**src/rtl/vsi_pkg.sv**
```systemverilog
package vsi_pkg;
  localparam int unsigned NCAUSE = 64;

  typedef enum logic [1:0] {
    SEL_PEND_LO = 2'd0,
    SEL_PEND_HI = 2'd1,
    SEL_EN_LO   = 2'd2,
    SEL_EN_HI   = 2'd3
  } vsi_sel_e;

  // causes 0..12 follow fixed rules
  localparam logic [NCAUSE-1:0] LOW_FIELD  = 64'h0000_0000_0000_1FFF;
  localparam logic [NCAUSE-1:0] ALIAS_BITS = 64'h0000_0000_0000_0202;
  localparam logic [NCAUSE-1:0] TIMER_BIT  = 64'h0000_0000_0000_0020;
endpackage

```
**src/rtl/vsi_bitreg.sv**
```systemverilog
module vsi_bitreg #(
  parameter int unsigned W = 64,
  parameter logic [W-1:0] WMASK = '1
) (
  input  logic         clk,
  input  logic         rst_n,
  input  logic [W-1:0] we,
  input  logic [W-1:0] d,
  output logic [W-1:0] q
);
  logic [W-1:0] q_r;
  logic [W-1:0] q_nxt;
  logic         upd;

  always_comb begin
    upd   = |(we & WMASK);
    q_nxt = ((q_r & ~we) | (d & we)) & WMASK;
  end

  always_ff @(posedge clk or negedge rst_n) begin
    if (!rst_n)   q_r <= '0;
    else if (upd) q_r <= q_nxt;
  end

  assign q = q_r;


  hold_no_write_chk: assert property (@(posedge clk) disable iff (!rst_n)
    (we == '0) |=> $stable(q_r));


  write_lands_chk: assert property (@(posedge clk) disable iff (!rst_n)
    (|(we & WMASK)) |=> ((q_r & $past(we & WMASK)) == $past(d & we & WMASK)));
endmodule

```
**src/rtl/vsi_route.sv**
```systemverilog
module vsi_route #(
  parameter int unsigned N = 64
) (
  input  logic [N-1:0] deleg,
  input  logic [N-1:0] real_pend,
  input  logic [N-1:0] en,
  input  logic [N-1:0] vpend,
  output logic [N-1:0] s_pend,
  output logic [N-1:0] s_vis
);
  for (genvar i = 0; i < N; i++) begin : g_cause
    assign s_pend[i] = deleg[i] ? real_pend[i] : (en[i] & vpend[i]);
    assign s_vis[i]  = deleg[i] | en[i];
  end
endmodule

```
**src/rtl/vsi_inject.sv**
```systemverilog
module vsi_inject
  import vsi_pkg::*;
#(
  parameter int unsigned  CSR_W       = 32,
  parameter bit           STIP_WR     = 1'b1,
  parameter logic [63:0]  HI_WR_MASK  = 64'h0000_FFFF_0000_E000,
  parameter logic [63:0]  HI_RO1_MASK = 64'h8000_0000_0000_0000
) (
  input  logic             clk,
  input  logic             rst_n,
  input  logic             csr_we,
  input  logic [1:0]       csr_sel,
  input  logic [CSR_W-1:0] csr_wdata,
  output logic [CSR_W-1:0] csr_rdata,
  input  logic [63:0]      real_pend_i,
  input  logic [63:0]      deleg_i,
  output logic [63:0]      s_pend_o,
  output logic [63:0]      s_vis_o,
  output logic             real_wr_o,
  output logic [63:0]      real_wr_mask_o,
  output logic [63:0]      real_wr_data_o
);
  localparam bit          SPLIT   = (CSR_W == 32);
  localparam logic [63:0] LO_HALF = SPLIT ? 64'h0000_0000_FFFF_FFFF : '1;
  localparam logic [63:0] HI_HALF = SPLIT ? 64'hFFFF_FFFF_0000_0000 : '0;
  localparam logic [63:0] PEND_WR = ~LOW_FIELD | ALIAS_BITS | TIMER_BIT;
  localparam logic [63:0] EN_WR   = (HI_WR_MASK & ~LOW_FIELD) | ALIAS_BITS
                                    | (STIP_WR ? TIMER_BIT : 64'h0);
  localparam logic [63:0] EN_RO1  = HI_RO1_MASK & ~LOW_FIELD & ~EN_WR;

  logic [63:0] wd64, half_mask, alias_act;
  logic [63:0] pend_q, en_q, pend_view, en_view, view;
  logic [63:0] pend_we, en_we;
  logic        wr_pend, wr_en, hi_sel;

  if (SPLIT) begin : g_split
    assign wd64      = {2{csr_wdata}};
    assign csr_rdata = hi_sel ? view[63:32] : view[31:0];
  end else begin : g_full
    assign wd64      = 64'(csr_wdata);
    assign csr_rdata = hi_sel ? '0 : view[CSR_W-1:0];
  end

  always_comb begin
    hi_sel    = csr_sel[0];
    wr_pend   = csr_we & ~csr_sel[1];
    wr_en     = csr_we &  csr_sel[1];
    half_mask = hi_sel ? HI_HALF : LO_HALF;
    en_view   = en_q | EN_RO1;
    alias_act = ALIAS_BITS & ~en_view;
    pend_view = (pend_q & ~alias_act) | (real_pend_i & alias_act);
    view      = csr_sel[1] ? en_view : pend_view;
    pend_we   = {64{wr_pend}} & half_mask & PEND_WR & ~alias_act;
    en_we     = {64{wr_en}} & half_mask & EN_WR;
    real_wr_mask_o = {64{wr_pend}} & half_mask & alias_act;
    real_wr_o      = |real_wr_mask_o;
    real_wr_data_o = wd64 & real_wr_mask_o;
  end

  vsi_bitreg #(.W(64), .WMASK(PEND_WR)) u_pend (
    .clk(clk), .rst_n(rst_n), .we(pend_we), .d(wd64), .q(pend_q)
  );

  vsi_bitreg #(.W(64), .WMASK(EN_WR)) u_en (
    .clk(clk), .rst_n(rst_n), .we(en_we), .d(wd64), .q(en_q)
  );

  vsi_route #(.N(NCAUSE)) u_route (
    .deleg(deleg_i), .real_pend(real_pend_i), .en(en_view),
    .vpend(pend_view), .s_pend(s_pend_o), .s_vis(s_vis_o)
  );


  rsvd_pend_zero_chk: assert property (@(posedge clk) disable iff (!rst_n)
    (csr_sel == SEL_PEND_LO) |-> ((csr_rdata[12:0] & 13'h1DDD) == '0));


  alias_route_chk: assert property (@(posedge clk) disable iff (!rst_n)
    real_wr_o |-> (((real_wr_mask_o & en_view) == '0) && ((pend_we & real_wr_mask_o) == '0)));


  undeleg_gate_chk: assert property (@(posedge clk) disable iff (!rst_n)
    ((s_pend_o & ~deleg_i & ~s_vis_o) == '0));
endmodule

```
**config.mk**
```make
export PLATFORM = sky130hd
export DESIGN_NAME = vsi_inject
export DESIGN_NICKNAME = d
export VERILOG_FILES = /design/src/rtl/vsi_pkg.sv /design/src/rtl/vsi_bitreg.sv /design/src/rtl/vsi_route.sv /design/src/rtl/vsi_inject.sv
export SDC_FILE = /design/constraint.sdc
export NUM_CORES = 1
export LEC_CHECK = 0
export BUFFER_PORTS_ARGS = -buffer_cell sky130_fd_sc_hd__buf_2
export CAP_MARGIN = 20
export CORE_AREA = 3 3 176 178
export CTS_BUF_LIST = sky130_fd_sc_hd__clkbuf_4 sky130_fd_sc_hd__clkbuf_8
export CTS_CLUSTER_DIAMETER = 100
export DETAILED_ROUTE_END_ITERATION = 6
export DIE_AREA = 0 0 179 181
export PLACE_DENSITY = 0.49
export SYNTH_ARGS = -nofsm -noshare
export SYNTH_HDL_FRONTEND = slang
export SYNTH_SLANG_ARGS = --single-unit
```
**constraint.sdc**
```tcl
create_clock -name clk -period 2.1 [get_ports clk]
set_clock_uncertainty 0.05 [all_clocks]
set_input_delay 0.42 -clock clk [delete_from_list [all_inputs] [get_ports clk]]
set_output_delay 0.42 -clock clk [all_outputs]
set_load 0.02 [all_outputs]
```
; ---- Word-level counts from Yosys, hierarchy flattened
; Index checks and enable logic that the tools add are counted.
[totals]
inputBits = 165
regBits = 76
output_inout_bits = 289
wordCells = 137
[op_classes]
bitwise = 65
muxes = 67
n_reduce_logical = 3
[ops]
columns = cell, count
row1 = bitwise AND 64 bit, 6
row2 = bitwise AND 48 bit, 3
row3 = bitwise AND 64 x 10 -> 64 bit, 2
row4 = 2-to-1 mux 64 bit, 2
row5 = OR 64 bit, 2
row6 = 2-to-1 mux 1 bit, 64
row7 = inverter 10 -> 64 bit, 1
row8 = inverter 64 bit, 1
row9 = OR reduction 64 bit, 1
row10 = OR reduction 54 bit, 1
row11 = inverter 48 bit, 1
row12 = OR 48 bit, 1
row13 = 2-to-1 mux 32 bit, 1
row14 = bitwise AND 1 bit, 24
row15 = OR 1 bit, 22
row16 = OR reduction 22 bit, 1
row17 = inverter 10 bit, 1
row18 = inverter 1 bit, 1

; ---- Logic depth before layout (Yosys ltp)
[logic_depth]
depth_word = 7
depth_mapped = 5
mapped_depth_nobuf = 2

; ---- By module
; From an unflattened synthesis, not the netlist that was laid out.
[hier_totals]
cells_unflattened = 646
hier_area_um2 = 6548.8
[by_module_without_submodules]
columns = module, instances, cells_each, area_each_um2, seq_area_each_um2
row1 = vsi_bitreg (u_pend), 1, 119, 2240.9, 1351.3
row2 = vsi_inject, 1, 184, 1906.8, 0.0
row3 = vsi_route, 1, 256, 1201.2, 0.0
row4 = vsi_bitreg (u_en), 1, 87, 1199.9, 550.5

; ---- Worst setup path before layout
; No wires, ideal clock.
[synth_timing]
kind = input-to-output
start = in csr_sel[1]
end = out real_wr_data_o[1]
t_arrival_ps = 1590
stages = 4
required_time_ps = 1630
path_slack_ps = 40
path_buffers = 2
path_cell_list = buf_6 > or3b_1 > buf_6 > nor3b_1
[synth_between]
elab_chain_len = 5
[synth_lines]
columns = item, line_no
row1 = "start, declared", vsi_inject.sv:12  ; input logic [1:0] csr_sel,
row2 = inverter 1 bit, vsi_inject.sv:46  ; wr_pend = csr_we & ~csr_sel[1];
row3 = bitwise AND 1 bit, vsi_inject.sv:46
row4 = bitwise AND 64 bit, vsi_inject.sv:55  ; real_wr_mask_o = {64{wr_pend}} & half_mask & alias_act;
row5 = bitwise AND 64 x 10 -> 64 bit, vsi_inject.sv:55
row6 = bitwise AND 64 bit, vsi_inject.sv:57  ; real_wr_data_o = wd64 & real_wr_mask_o;
row7 = "end, declared", vsi_inject.sv:21  ; output logic [63:0] real_wr_data_o
; No other way between the ends.

==> results.cfg <==
[timing]
rsz0062_at_grt = false
period_share_pct = 96.4
timing.fmax_mhz = 494
layout_min_cycle_time_ns = 2.03
setup-violations-final = 0
hold_viol_final = 0
maxSlewViolCount = 0
tns_ns = 0

[worst_setup_path]
cp_slowest_cell = or4b_1
crit_chain = or4b_1, o221ai_2, buf_4
critPathArrivalTime_ns = 1.56
max_stage_delay_ns = 0.49
required_ns = 1.63
critPathKind = flip-flop to output port
cp-start-kind = flip-flop
crit_path_end_kind = output port
cp_max_fo = 2

[synth]
yosysSeqAreaShare_pct = 34.9
synth.top_cell.area_share_pct = 34.9
synthFlopType = dfrtp_1
ys_ff_latch = 76
syn-instance-count = 547
synth-edff-count = 0
syn_area_um2 = 5450
ys_async_sr_fraction_pct = 100
yosysUniqueCellTypes = 27
avgSynthCellArea_um2 = 9.97
yosysWarnings = 0
synthTopCellsByArea = dfrtp_1 (35%), buf_4 (23%), mux2_2 (15%), mux2i_1 (5.0%), and2_1 (4.7%)
yosysTopAreaCell = dfrtp_1

[layout]
final_common_cell = buf_2
final_cell_mix = buf_2 (326), conb_1 (125), dfrtp_1 (76)
drive_gt1_share_pct = 55.4
nFillCells = 3312
syn2layout_area_growth_pct = 30.1
final-seq-area_um2 = 1900
multi_input_area_um2 = 2650
fin_nets = 1015

[detailed_routing]
viasPerCell = 3.63
drc = 0
postRouteAntennaNets = 0
drtPass1Iterations = 4
drt-total-wl_um = 19600
wire_per_inst_um = 15.7
num_vias = 4525
dr.first_iter.drc_count = 105

[grt]
grt_overflow = 0
grtUsageTotal_pct = 11.3
antenna_found_initial = 3
grt_pass1_vias = 4416
grt_first_pass_wirelength_um = 27700
grt_max_degree = 31

[die]
core_um2 = 29600
rows = 63
start_util_pct = 18.4
dieArea_um2 = 32400
die_h_um = 181
fp.dieW_um = 179
io_pins = 454

[run]
cap_violations = 0

[worst_hold_path]
hold_class = input port to flip-flop

[pwr]
power.density_nw_per_um2 = 690
internal_power_uw = 2990
leakage_uw = 0.00378
power.total_uw = 4890
p_comb_share_pct = 37.7
ir_drop_uv = 346
clkPwrFrac_pct = 22.1
switchingPower_uw = 1900
switching_share_pct = 38.8
pwr-share-seq_pct = 40.2

[clocking]
htreeDepth = 3
insertion_delay_ns = 0.35
cts_tree = done
clock_sinks = 76
cts_setup_buffers = 0
cts_root_buf = clkbuf_8
clkTransAtPathRegs_ns = 0.10
cts_buffer_depth = 2
numCtsBuffers = 9

[place]
place_congestion = 0.786
port_buffers = 328
place_hpwl_um = 16800

[outcome]
status = complete, no violations
==> power by group through the flow <==
| stage | clock network, µW | logic, µW | registers (µW) |
|---|---|---|---|
| after floorplan | 0 | 1430 | 1920 |
| after global placement | 0 | 1850 | 2000 |
| after detailed placement | 0 | 1860 | 2000 |
| after CTS | 1150 | 1870 | 1970 |
| after global routing | 1190 | 2010 | 2010 |
| final | 1080 | 1850 | 1970 |
==> final cells by class <==
type	instances	area share [%]
multi-input combinational	410	37.3
sequential	76	26.8
timing repair buffer	352	26.3
tap	390	6.88
clock buffer	11	2.13
clock inverter	5	0.511
inverter	1	0.0529
antenna	1	0.0353
==> stage by stage <==
stage	std cells	setup WS [ns]	hold WS, ns	area, µm²	util, %
6_report	1246	0.0748	0.250	7100	24.0
5_1_grt	1246	0.00146	0.233	7100	24.0
3_5_place_dp	1228	0.0387	0.329	6890	23.3
2_1_floorplan	670	0.0403	0.0744	5910	-
3_3_place_gp	1228	0.0531	0.331	6890	23.3
4_1_cts	1245	0.0111	0.220	7080	24.0
==> final timing paths <==
kind / startpoint / to / slack, ns / cells past startpoint
hold / removal: csr_wdata[11] / flip-flop / 0.25 / 2
hold reg to reg: flip-flop / flip-flop / 0.46 / 1
min in group asynchronous: rst_n / async pin / 0.47 / 2
setup reg to reg: flip-flop / flip-flop / 0.73 / 3
max in group asynchronous: rst_n / async pin / 0.93 / 3
setup / recovery: flip-flop / csr_rdata[9] / 0.07 / 3
==> cells by family (layout without fill, tap and decap cells) <==
logic type,Yosys count,after routing,share of synthesized area (%)
flip-flops,76,76,34.9
AND/OR/NAND/NOR,151,151,14.5
multiplexers,108,108,22.6
other,2,126,0.138
AO/OA/AOI/OAI,26,26,2.59
buffers and inverters,184,369,25.3
==> cell usage after synthesis, types with 4 or more instances <==
master,number
dfrtp_1,76
buf_4,169
mux4_2,4
mux2i_1,27
o21ai_0,22
buf_6,6
or2_2,22
mux2_2,75
buf_2,7
nor2_1,31
and2_1,41
nand2_1,44
==> worst max-delay path, delay by kind of cell, from the launching register on <==
| family | cells | cell delay [ns] |
|---|---|---|
| buf+inv | 1 | 0.19 |
| simple gates | 1 | 0.49 |
| flops | 1 | 0.41 |
| compound gates | 1 | 0.11 |
==> repair_timing <==
| action | in CTS | in global routing |
|---|---|---|
| gates resized for setup | 0 | 2 |
| hold endpoints to repair | 28 | 0 |
| setup endpoints to repair | 0 | 1 |
| hold buffers | 1 | 0 |
==> layer usage <==
metal | share of wire, % | vias to the layer above | track usage (%) | wire (µm)
li1 | - | 2118 | - | -
met4 | 0.86 | 4 | 2.34 | 169
met1 | 41 | 2178 | 14.0 | 7980
met2 | 50 | 210 | 19.5 | 9770
met3 | 8.4 | 15 | 3.03 | 1640
met5 | 0.13 | - | 0 | 26
(Power assumes the default switching activity.)
